## src/rtl/ustep_pkg.sv

```systemverilog
package ustep_pkg;
  localparam int IDX_W  = 7;   // 1/32 step over one electrical cycle
  localparam int QTR_W  = 5;   // positions per quarter wave
  localparam int MAG_W  = 7;   // percent 0..100
  localparam int HOME_IDX = 16; // 45 degrees

  typedef enum logic [2:0] {
    RES_STBY = 3'd0, RES_FULL = 3'd1, RES_HALF_A = 3'd2, RES_QTR = 3'd3,
    RES_HALF_B = 3'd4, RES_8TH = 3'd5, RES_16TH = 3'd6, RES_32ND = 3'd7
  } res_e;

  function automatic logic [IDX_W-1:0] step_size(res_e r);
    case (r)
      RES_FULL:               return IDX_W'(32);
      RES_HALF_A, RES_HALF_B: return IDX_W'(16);
      RES_QTR:                return IDX_W'(8);
      RES_8TH:                return IDX_W'(4);
      RES_16TH:               return IDX_W'(2);
      RES_32ND:               return IDX_W'(1);
      default:                return '0;
    endcase
  endfunction

  function automatic logic [MAG_W-1:0] sine_pct(logic [QTR_W:0] k);
    case (k)
      6'd0: return 7'd0;    6'd1: return 7'd5;    6'd2: return 7'd10;
      6'd3: return 7'd15;   6'd4: return 7'd20;   6'd5: return 7'd24;
      6'd6: return 7'd29;   6'd7: return 7'd34;   6'd8: return 7'd38;
      6'd9: return 7'd43;   6'd10: return 7'd47;  6'd11: return 7'd51;
      6'd12: return 7'd56;  6'd13: return 7'd60;  6'd14: return 7'd63;
      6'd15: return 7'd67;  6'd16: return 7'd71;  6'd17: return 7'd74;
      6'd18: return 7'd77;  6'd19: return 7'd80;  6'd20: return 7'd83;
      6'd21: return 7'd86;  6'd22: return 7'd88;  6'd23: return 7'd90;
      6'd24: return 7'd92;  6'd25: return 7'd94;  6'd26: return 7'd96;
      6'd27: return 7'd97;  6'd28: return 7'd98;  6'd29: return 7'd99;
      6'd30: return 7'd100; 6'd31: return 7'd100; 6'd32: return 7'd100;
      default: return 7'd0;
    endcase
  endfunction

  function automatic logic [MAG_W-1:0] eighth_pct(logic [3:0] j);
    case (j)
      4'd0: return 7'd0;   4'd1: return 7'd20;  4'd2: return 7'd38;
      4'd3: return 7'd56;  4'd4: return 7'd71;  4'd5: return 7'd83;
      4'd6: return 7'd96;  4'd7: return 7'd98;  4'd8: return 7'd100;
      default: return 7'd0;
    endcase
  endfunction

  // magnitude for quarter-wave position k (0..32) under resolution r
  function automatic logic [MAG_W-1:0] wave_mag(res_e r, logic [QTR_W:0] k);
    case (r)
      RES_FULL, RES_HALF_A: return (k == 0) ? 7'd0 : 7'd100;
      RES_HALF_B: return (k == 0) ? 7'd0 : ((k == 6'd32) ? 7'd100 : 7'd71);
      RES_QTR: begin
        case (k[5:3])
          3'd0: return 7'd0;
          3'd1: return 7'd38;
          3'd2: return 7'd71;
          default: return 7'd100;
        endcase
      end
      RES_8TH:  return eighth_pct(k[5:2]);
      RES_16TH: return sine_pct({k[5:1], 1'b0});
      RES_32ND: return sine_pct(k);
      default:  return '0;
    endcase
  endfunction

  function automatic logic [MAG_W-1:0] apply_torque(logic [MAG_W-1:0] m, logic [1:0] tq);
    logic [13:0] pct, prod;
    case (tq)
      2'b00: pct = 14'd40;
      2'b01: pct = 14'd60;
      2'b10: pct = 14'd80;
      default: pct = 14'd100;
    endcase
    prod = 14'(m) * pct;
    return MAG_W'(prod / 14'd100);
  endfunction
endpackage

```

## src/rtl/ustep_edge_div.sv

```systemverilog
module ustep_edge_div #(
  parameter int DIVSEL_W = 2
) (
  input  logic                clk,
  input  logic                rst_n,
  input  logic                step_in,
  input  logic                hold,
  input  logic                clr,
  input  logic [DIVSEL_W-1:0] div_code,
  output logic                adv
);
  localparam int CNT_W = (1 << DIVSEL_W) - 1;

  logic             step_q;
  logic             rise, qual;
  logic [CNT_W-1:0] cnt, mask;

  assign rise = step_in & ~step_q;
  assign qual = rise & ~hold & ~clr;
  assign mask = CNT_W'((1 << div_code) - 1);
  assign adv  = qual && ((cnt & mask) == mask);

  always_ff @(posedge clk) begin
    if (!rst_n) begin
      step_q <= 1'b0;
      cnt    <= '0;
    end else begin
      step_q <= step_in;
      if (clr)       cnt <= '0;
      else if (qual) cnt <= cnt + 1'b1;
    end
  end

  AST_ADV_NEEDS_EDGE: assert property (@(posedge clk) disable iff (!rst_n)
    adv |-> (step_in && !hold && !clr));
  AST_HELD_LEVEL: assert property (@(posedge clk) disable iff (!rst_n)
    adv |=> !adv);
  AST_PRESCALE_CLR: assert property (@(posedge clk) disable iff (!rst_n)
    clr |=> (cnt == '0));
endmodule

```

## src/rtl/ustep_angle.sv

```systemverilog
module ustep_angle #(
  parameter int IDX_W = 7,
  parameter int HOME  = 16
) (
  input  logic             clk,
  input  logic             rst_n,
  input  logic             adv,
  input  logic             dir_cw,
  input  logic             clr,
  input  logic [IDX_W-1:0] step_sz,
  output logic [IDX_W-1:0] idx
);
  always_ff @(posedge clk) begin
    if (!rst_n)    idx <= IDX_W'(HOME);
    else if (clr)  idx <= IDX_W'(HOME);
    else if (adv)  idx <= dir_cw ? idx + step_sz : idx - step_sz;
  end

  AST_ANGLE_MOVE: assert property (@(posedge clk) disable iff (!rst_n)
    (adv && !clr) |=> (($past(dir_cw) && idx == IDX_W'($past(idx) + $past(step_sz))) ||
                       (!$past(dir_cw) && idx == IDX_W'($past(idx) - $past(step_sz)))));
  AST_ANGLE_HOLD: assert property (@(posedge clk) disable iff (!rst_n)
    (!adv && !clr) |=> $stable(idx));
  AST_ANGLE_HOME: assert property (@(posedge clk) disable iff (!rst_n)
    clr |=> (idx == IDX_W'(HOME)));
endmodule

```

## src/rtl/ustep_winding.sv

```systemverilog
module ustep_winding
  import ustep_pkg::*;
#(
  parameter int SET_W   = 8,
  parameter bit IS_SINE = 1'b0
) (
  input  logic                    clk,
  input  logic                    rst_n,
  input  logic [IDX_W-1:0]        idx,
  input  logic [2:0]              res,
  input  logic [1:0]              tq,
  input  logic                    enable,
  output logic signed [SET_W-1:0] set,
  output logic                    pol
);
  logic [1:0]             quad;
  logic [QTR_W-1:0]       k;
  logic [QTR_W:0]         k_eff;
  logic                   mirror, neg, off;
  logic [MAG_W-1:0]       mag, scaled;
  logic signed [SET_W-1:0] mag_s;

  assign quad = idx[IDX_W-1 -: 2];
  assign k    = idx[QTR_W-1:0];

  always_comb begin
    if (IS_SINE) begin
      mirror = quad[0];
      neg    = quad[1];
    end else begin
      mirror = ~quad[0];
      neg    = quad[1] ^ quad[0];
    end
  end

  assign k_eff  = mirror ? (6'd32 - {1'b0, k}) : {1'b0, k};
  assign mag    = wave_mag(res_e'(res), k_eff);
  assign scaled = apply_torque(mag, tq);
  assign off    = !enable || (res_e'(res) == RES_STBY);
  assign mag_s  = $signed(SET_W'(scaled));
  assign set    = off ? '0 : (neg ? -mag_s : mag_s);
  assign pol    = !off && !neg && (scaled != '0);

  AST_SET_RANGE: assert property (@(posedge clk) disable iff (!rst_n)
    (set <= SET_W'(100)) && (set >= -SET_W'(100)));
  AST_POL_SIGN: assert property (@(posedge clk) disable iff (!rst_n)
    pol |-> (set > 0));
endmodule

```

## src/rtl/ustep_seq.sv

```systemverilog
module ustep_seq
  import ustep_pkg::*;
#(
  parameter int SET_W    = 8,
  parameter int DIVSEL_W = 2
) (
  input  logic                    clk,
  input  logic                    rst_n,
  input  logic                    step_in,
  input  logic                    dir_cw,
  input  logic [2:0]              res_code,
  input  logic [1:0]              torque_code,
  input  logic [DIVSEL_W-1:0]     div_code,
  input  logic                    enable,
  input  logic                    angle_rst,
  output logic signed [SET_W-1:0] set_a,
  output logic signed [SET_W-1:0] set_b,
  output logic                    pol_a,
  output logic                    pol_b,
  output logic                    home
);
  logic             standby, adv;
  logic [IDX_W-1:0] idx, step_sz;
  logic signed [SET_W-1:0] set_w [2];
  logic             pol_w [2];

  assign standby = (res_e'(res_code) == RES_STBY);
  assign step_sz = step_size(res_e'(res_code));

  ustep_edge_div #(.DIVSEL_W(DIVSEL_W)) u_div (
    .clk(clk), .rst_n(rst_n), .step_in(step_in), .hold(standby),
    .clr(angle_rst), .div_code(div_code), .adv(adv));

  ustep_angle #(.IDX_W(IDX_W), .HOME(HOME_IDX)) u_angle (
    .clk(clk), .rst_n(rst_n), .adv(adv), .dir_cw(dir_cw),
    .clr(angle_rst), .step_sz(step_sz), .idx(idx));

  for (genvar w = 0; w < 2; w++) begin : g_wind
    ustep_winding #(.SET_W(SET_W), .IS_SINE(w == 1)) u_wind (
      .clk(clk), .rst_n(rst_n), .idx(idx), .res(res_code),
      .tq(torque_code), .enable(enable), .set(set_w[w]), .pol(pol_w[w]));
  end

  assign set_a = set_w[0];
  assign set_b = set_w[1];
  assign pol_a = pol_w[0];
  assign pol_b = pol_w[1];
  assign home  = (idx == IDX_W'(HOME_IDX));

  AST_STBY_ZERO: assert property (@(posedge clk) disable iff (!rst_n)
    standby |-> (set_a == 0 && set_b == 0 && !pol_a && !pol_b));
  AST_STBY_FROZEN: assert property (@(posedge clk) disable iff (!rst_n)
    (standby && !angle_rst) |=> $stable(idx));
  AST_DISABLE_OFF: assert property (@(posedge clk) disable iff (!rst_n)
    !enable |-> (set_a == 0 && set_b == 0 && !pol_a && !pol_b));
  AST_RST_HOME: assert property (@(posedge clk) disable iff (!rst_n)
    angle_rst |=> home);
endmodule

```

## config.mk

```make
export PLATFORM = sky130hd
export DESIGN_NAME = ustep_seq
export DESIGN_NICKNAME = d
export VERILOG_FILES = /design/src/rtl/ustep_pkg.sv /design/src/rtl/ustep_edge_div.sv /design/src/rtl/ustep_angle.sv /design/src/rtl/ustep_winding.sv /design/src/rtl/ustep_seq.sv
export SDC_FILE = /design/constraint.sdc
export NUM_CORES = 1
export LEC_CHECK = 0
export BUFFER_PORTS_ARGS = -buffer_cell sky130_fd_sc_hd__buf_2
export CORE_MARGIN = 2
export CORE_UTILIZATION = 67
export CTS_CLUSTER_DIAMETER = 200
export CTS_CLUSTER_SIZE = 10
export DETAILED_ROUTE_END_ITERATION = 12
export PLACE_DENSITY_LB_ADDON = 0.05
export SYNTH_ARGS = -nofsm -noshare
export SYNTH_HDL_FRONTEND = slang
export SYNTH_SLANG_ARGS = --single-unit
```

## constraint.sdc

```tcl
create_clock -name clk -period 23.4 [get_ports clk]
set_clock_uncertainty 0.1 [all_clocks]
set_input_delay 0 -clock clk [delete_from_list [all_inputs] [get_ports clk]]
set_output_delay 0 -clock clk [all_outputs]
set_load 0.05 [all_outputs]
```

### Word level (Yosys, flattened, before mapping)

Memories as Yosys holds them, arrays and structs flattened.
Cells that the tools add are included.

* add/sub/neg operators: 7
* multipliers: 2
* divide/modulo/power cells: 2
* $lt $le $gt $ge: 0
* equality and inequality tests: 17
* shift operators: 1
* muxes and demuxes: 19
* bitwise gates (word level): 9
* reduce and logical (&&, ||, !) cells: 21

Operators with widths (count)
* one-hot mux 7 bit (6 select lines): 2
* one-hot mux 7 bit (3 select lines): 3
* one-hot mux 6 bit (6 select lines): 1
* 2-to-1 mux 7 bit: 5
* 2-to-1 mux 8 bit: 4
* divider 14 x 7 -> 14 bit (second input constant): 2
* multiplier 7 x 7 -> 14 bit: 2
* 2-to-1 mux 6 bit: 4
* negator 7 -> 8 bit: 2
* nonzero test 7 bit: 2
* equality test 3 x 2 -> 1 bit (second input constant): 4
* equality test 3 bit (second input constant): 4
* equality test 6 bit (second input constant): 2
* zero test 6 bit: 2
* equality test 3 x 1 -> 1 bit (second input constant): 3
* zero test 3 bit: 3
* adder 7 x 6 -> 7 bit: 1
* equality test 7 x 5 -> 1 bit (second input constant): 1
* subtractor 7 x 6 -> 7 bit: 1
* OR reduction 2 bit: 3
* subtractor 6 x 5 -> 6 bit (first input constant): 1
* logical AND 1 bit: 5
* zero test 1 bit: 4
* inverter 1 bit: 4
* 11 further kinds: 13

* flip-flop bits (word level): 11
* latch bits: 0
* bits in writable memories: 0
* memory bits (read-only): 2016
* bits of input ports: 13
* output and inout bits: 19
* word-level logic and storage cells: 87
* memories kept: 6

Memories
* (name not given): depth 64, bits a word 7, rd ports 1, clocked after Yosys merged registers in 0, write ports 0, line ustep_pkg.sv:25 `case (k)`
* (name not given): depth 64, bits a word 7, rd ports 1, clocked after Yosys merged registers in 0, write ports 0, line ustep_pkg.sv:25
* (name not given): depth 64, bits a word 7, rd ports 1, clocked after Yosys merged registers in 0, write ports 0, line ustep_pkg.sv:25
* (name not given): depth 64, bits a word 7, rd ports 1, clocked after Yosys merged registers in 0, write ports 0, line ustep_pkg.sv:25
* (name not given): depth 16, bits a word 7, rd ports 1, clocked after Yosys merged registers in 0, write ports 0, line ustep_pkg.sv:42 `case (j)`
* (name not given): depth 16, bits a word 7, rd ports 1, clocked after Yosys merged registers in 0, write ports 0, line ustep_pkg.sv:42

### Logic depth before layout (Yosys ltp)

* depth after elaboration: 11
* mapped depth: 49
* depth with buffers taken out: 46

### By module

Synthesis repeated with hierarchy kept, for this count alone.

* cell total of the unflattened synthesis: 1361
* area, all modules: 9937.0 um2

Modules (own cells, without submodules)
* ustep_winding (g_wind[0].u_wind): times used 1, cells each 629, area an instance 4490.6 um2, seq. area each 0.0 um2
* ustep_winding (g_wind[1].u_wind): times used 1, cells each 618, area an instance 4476.8 um2, seq. area each 0.0 um2
* ustep_angle: times used 1, cells each 81, area an instance 685.7 um2, seq. area each 140.1 um2
* ustep_edge_div: times used 1, cells each 21, area an instance 201.4 um2, seq. area each 80.1 um2
* ustep_seq: times used 1, cells each 12, area an instance 82.6 um2, seq. area each 0.0 um2

### Least setup slack after synthesis

No wires, ideal clock.

* path kind: register to output
* start: reg u_angle.idx[0]
* end: out set_a[4]
* data arrival time: 11620 ps
* data required time: 23300 ps
* path slack: 11680 ps
* stages on the path, launching flop included: 45
* buffers on the path: 2
* cells stage by stage: dfxtp_1 > inv_1 > ha_1 > nor2_1 > xor2_1 > clkinv_1 > clkbuf_1 > ha_1 > a21oi_1 > nor2_1 > o21ai_0 > a31oi_1 > o311ai_0 > nor2_1 > fa_1 > fa_1 > inv_1 > fa_1 > [... 9 more ...] > o2bb2ai_1 > nor2_1 > a31o_2 > a211o_1 > o22ai_1 > o21ai_1 > a31oi_2 > mux2i_1 > o21ai_2 > o21a_1 > buf_2 > o211a_1 > or4_1 > a311oi_1 > ha_1 > a31oi_1 > xor2_1 > nor2_1

* cells in the longest elaborated chain, start to end: 11
* elaborated cells between the ends (all ways): 20
* those cells by class: add/sub (2); mul (1); div (1); eq/ne (3); mux (8); reduce/logical (2); memory (3)

Ends and longest elaborated chain
* from (decl): line ustep_angle.sv:11 `output logic [IDX_W-1:0] idx`
* from (signal assigned): line ustep_angle.sv:14 `if (!rst_n) idx <= IDX_W'(HOME);`
* from (signal assigned): line ustep_angle.sv:15 `else if (clr) idx <= IDX_W'(HOME);`
* from (signal assigned): line ustep_angle.sv:16 `else if (adv) idx <= dir_cw ? idx + step_sz : idx - step_sz;`
* subtractor 6 x 5 -> 6 bit: line ustep_winding.sv:36 `assign k_eff = mirror ? (6'd32 - {1'b0, k}) : {1'b0, k};`
* 2-to-1 mux 6 bit *: line ustep_winding.sv:36
* parallel branches: the longest is 3 deep, another holds memory read (64 x 7 bit)
* one-hot mux 7 bit (6 select lines) *: line ustep_pkg.sv:52 `case (r)`
* multiplier 7 x 7 -> 14 bit *: line ustep_pkg.sv:78 `prod = 14'(m) * pct;`
* divider 14 x 7 -> 14 bit *: line ustep_pkg.sv:79 `return MAG_W'(prod / 14'd100);`
* negator 7 -> 8 bit: line ustep_winding.sv:41 `assign set = off ? '0 : (neg ? -mag_s : mag_s);`
* 2-to-1 mux 8 bit * (2 in series): line ustep_winding.sv:41
* to (decl): line ustep_seq.sv:16 `output logic signed [SET_W-1:0] set_a,`

Mark *: on every way between the ends.

### Final worst setup path

* start: reg u_angle.idx[0]
* end: out set_a[6]

Same word-level chain as after synthesis.

==> flow_metrics.tcl <==
set metrics [dict create \
    post_drt_wl_per_cell_um 16.8 \
    initial_core_util_pct 68.2 \
    cts_made_buffers 3 \
    maxCapViolations 0 \
    area_delta_synth_final_pct 3.20 \
    p_leak_nw 3.89 \
    core_area_um2 12500 \
    cp.arrival_ns 14.30 \
    nFillCells 1148 \
    netlist.area_leader.share_pct 15.2 \
    max-vdd-ir-drop_uv 137 \
    worstSkewPairLatency_ns 0.24 \
    cp-start-kind "flip-flop" \
    die_width_um 117 \
    syn_nets 1362 \
    fmax_mhz 69.4 \
    status "completed" \
    fin_nets 1348 \
    crit_type "flip-flop to primary output" \
    routabilityCongestion 1.00 \
    yosysMostFrequentCell "nor2_1" \
    min_path_type "input pin to flip-flop" \
    synthFlopType "dfxtp_1" \
    finalMaxSlewViolations 0 \
    yosysTopAreaCell "ha_1" \
    path_max_fanout 19 \
    cp-end-kind "primary output" \
    post-cts-setup-buffers 0 \
    grt_start_max_net_pins 25 \
    synth_common_cells "nor2_1, ha_1, a21oi_1" \
    cpMaxStageDelayCell "o311ai_0" \
    fin_crit_ns 14.40 \
    cts.repair.resized 0 \
    synth_edf_count 0 \
    cts_tree "built" \
    grt_pass1_vias 8209 \
    num_rows 41 \
    cts.sinks 11 \
    multi_input_area_um2 7750 \
    die-area_um2 13700 \
    ys_types 100 \
    overflow 0 \
    antenna_found_initial 1 \
    setup_tns_ns 0 \
    grt_pass1_wl_mm 38.3 \
    drt-vias-per-instance 6.80 \
    ys_seq_area_share_pct 2.58 \
    p_per_area_nw_per_um2 138 \
    io_buffers 31 \
    setup_viol 0 \
    syn_area_um2 8540 \
    total_power_mw 1.21 \
    slowest_delay_ns 0.92 \
    path_common_cell "ha_1" \
    wirelength_mm 23.0 \
    fin_crit_sh_pct 61.6 \
    vias 9319 \
    hpwl_mm 17.7 \
    postSynthAreaPerCell_um2 7.04 \
    async_flop_share_pct 0 \
    io_pins 32 \
    max_slew_margin_pct 27.4 \
    path_clk_slew_ns 0.04 \
    required_ns 23.30 \
    first_pass_iters 7 \
    rsz0062_at_grt "no" \
    drive_above_1_share_pct 9.02 \
    synth-seq-cells 11 \
    clock_path_buffers 2 \
    drc 0 \
    ff_latch_area_um2 220 \
    worstMarginPinSlew_ns 1.08 \
    ys_warn_count 0 \
    drtAntennaViolNets 0 \
    synth_cells 1212 \
    holdBufCountCts 2 \
    grt_use_total_pct 33.4 \
    synthTopCellsByArea "ha_1, fa_1, nor2_1" \
    hold_violations 0 \
    die_y_um 117 \
    htreeDepth 1 \
    root_buffer "clkbuf_16" \
    drt_iter0_markers 1243 \
]
-- routing by layer --
layer  track usage [%]  share of wire [%]  wire (µm)
met4              7.76                1.9        434
met2              56.1                 47      10900
met5                 0                  0          0
met3              1.75                7.4       1700
met1              47.5                 44      10100
-- cells in the final DEF, fill, tap and decap left out, drive strengths merged, types with 9 or more instances in the layout --
| master | instances |
|---|---|
| a31oi | 25 |
| inv | 74 |
| and2 | 13 |
| o21ai | 84 |
| o211ai | 14 |
| o22ai | 16 |
| xnor2 | 35 |
| nor2 | 164 |
| xor2 | 19 |
| nor4 | 11 |
| nor3 | 43 |
| or3 | 9 |
| o21a | 18 |
| and3 | 9 |
| nand2 | 77 |
| nand2b | 11 |
| fa | 33 |
| nand3 | 27 |
| a21o | 20 |
| mux2i | 13 |
| or2 | 17 |
| a21oi | 96 |
| buf | 41 |
| a211oi | 33 |
| nor2b | 19 |
| dfxtp | 11 |
| ha | 104 |
-- power breakdown --
group,internal [mW],leakage [nW],switching [mW]
Sequential,0.0190,0.0890,0.000257
Clock,0.0228,0.0382,0.00809
Combinational,0.412,3.76,0.749
-- worst paths after layout --
path / start / endpoint / slack, ns / cells after the start
max: u_angle.idx[0]$_SDFFE_PP0P_ / set_a[6] / 9.00 / 43
min reg2reg: u_div.cnt[2]$_SDFFE_PP0P_ / u_div.cnt[2]$_SDFFE_PP0P_ / 0.42 / 2
min: step_in / u_div.cnt[0]$_SDFFE_PP0P_ / 0.15 / 4
max reg2reg: u_angle.idx[0]$_SDFFE_PP0P_ / u_angle.idx[6]$_SDFFE_PP0P_ / 20.82 / 9
-- layout make-up --
type	instances	area share (%)
inverters	77	3.28
flip-flops and latches	11	2.50
diodes	1	0.0284
clock buffers	4	0.895
multi-input cells	1062	88.0
repair buffers	43	2.84
well taps	172	2.44
-- state kept, by name (all words and copies together) (netlist names) --
signal,flops
u_angle.idx,7
u_div.cnt,3
u_div.step_q,1
-- kinds of logic after synthesis --
kind of cell,Yosys count,synth area share [%]
fa+ha+maj,139,23.2
buf+inv,139,6.60
flops,11,2.58
mux,18,2.49
compound gates,428,36.0
xor+xnor,54,5.63
simple gates,423,23.5
-- worst max-delay path: cells and delay by family (launching register included) --
kind / cells / cell delay (ns)
AO/OA/AOI/OAI: 20 / 5.45
flip-flops: 1 / 0.66
buffers and inverters: 5 / 1.45
adder cells (fa/ha/maj): 8 / 3.30
multiplexers: 1 / 0.33
AND/OR/NAND/NOR: 6 / 1.19
XOR/XNOR: 3 / 1.67
-- through the flow --
| step | hold slack, ns | cell area [µm²] | instances | setup slack [ns] | utilization [%] |
|---|---|---|---|---|---|
| final | 0.151 | 8810 | 1370 | 9.00 | 70.4 |
| after global routing | 0.172 | 8810 | 1370 | 7.85 | 70.4 |
| after CTS | 0.158 | 8810 | 1369 | 9.40 | 70.4 |
| after detailed placement | 0.121 | 8710 | 1363 | 9.71 | 69.6 |
| after global placement | 0.118 | 8710 | 1363 | 10.26 | 69.6 |
| after floorplan | 0.0217 | 8540 | 1212 | 11.68 | - |
Note: power is estimated with default switching activity, not from simulation.
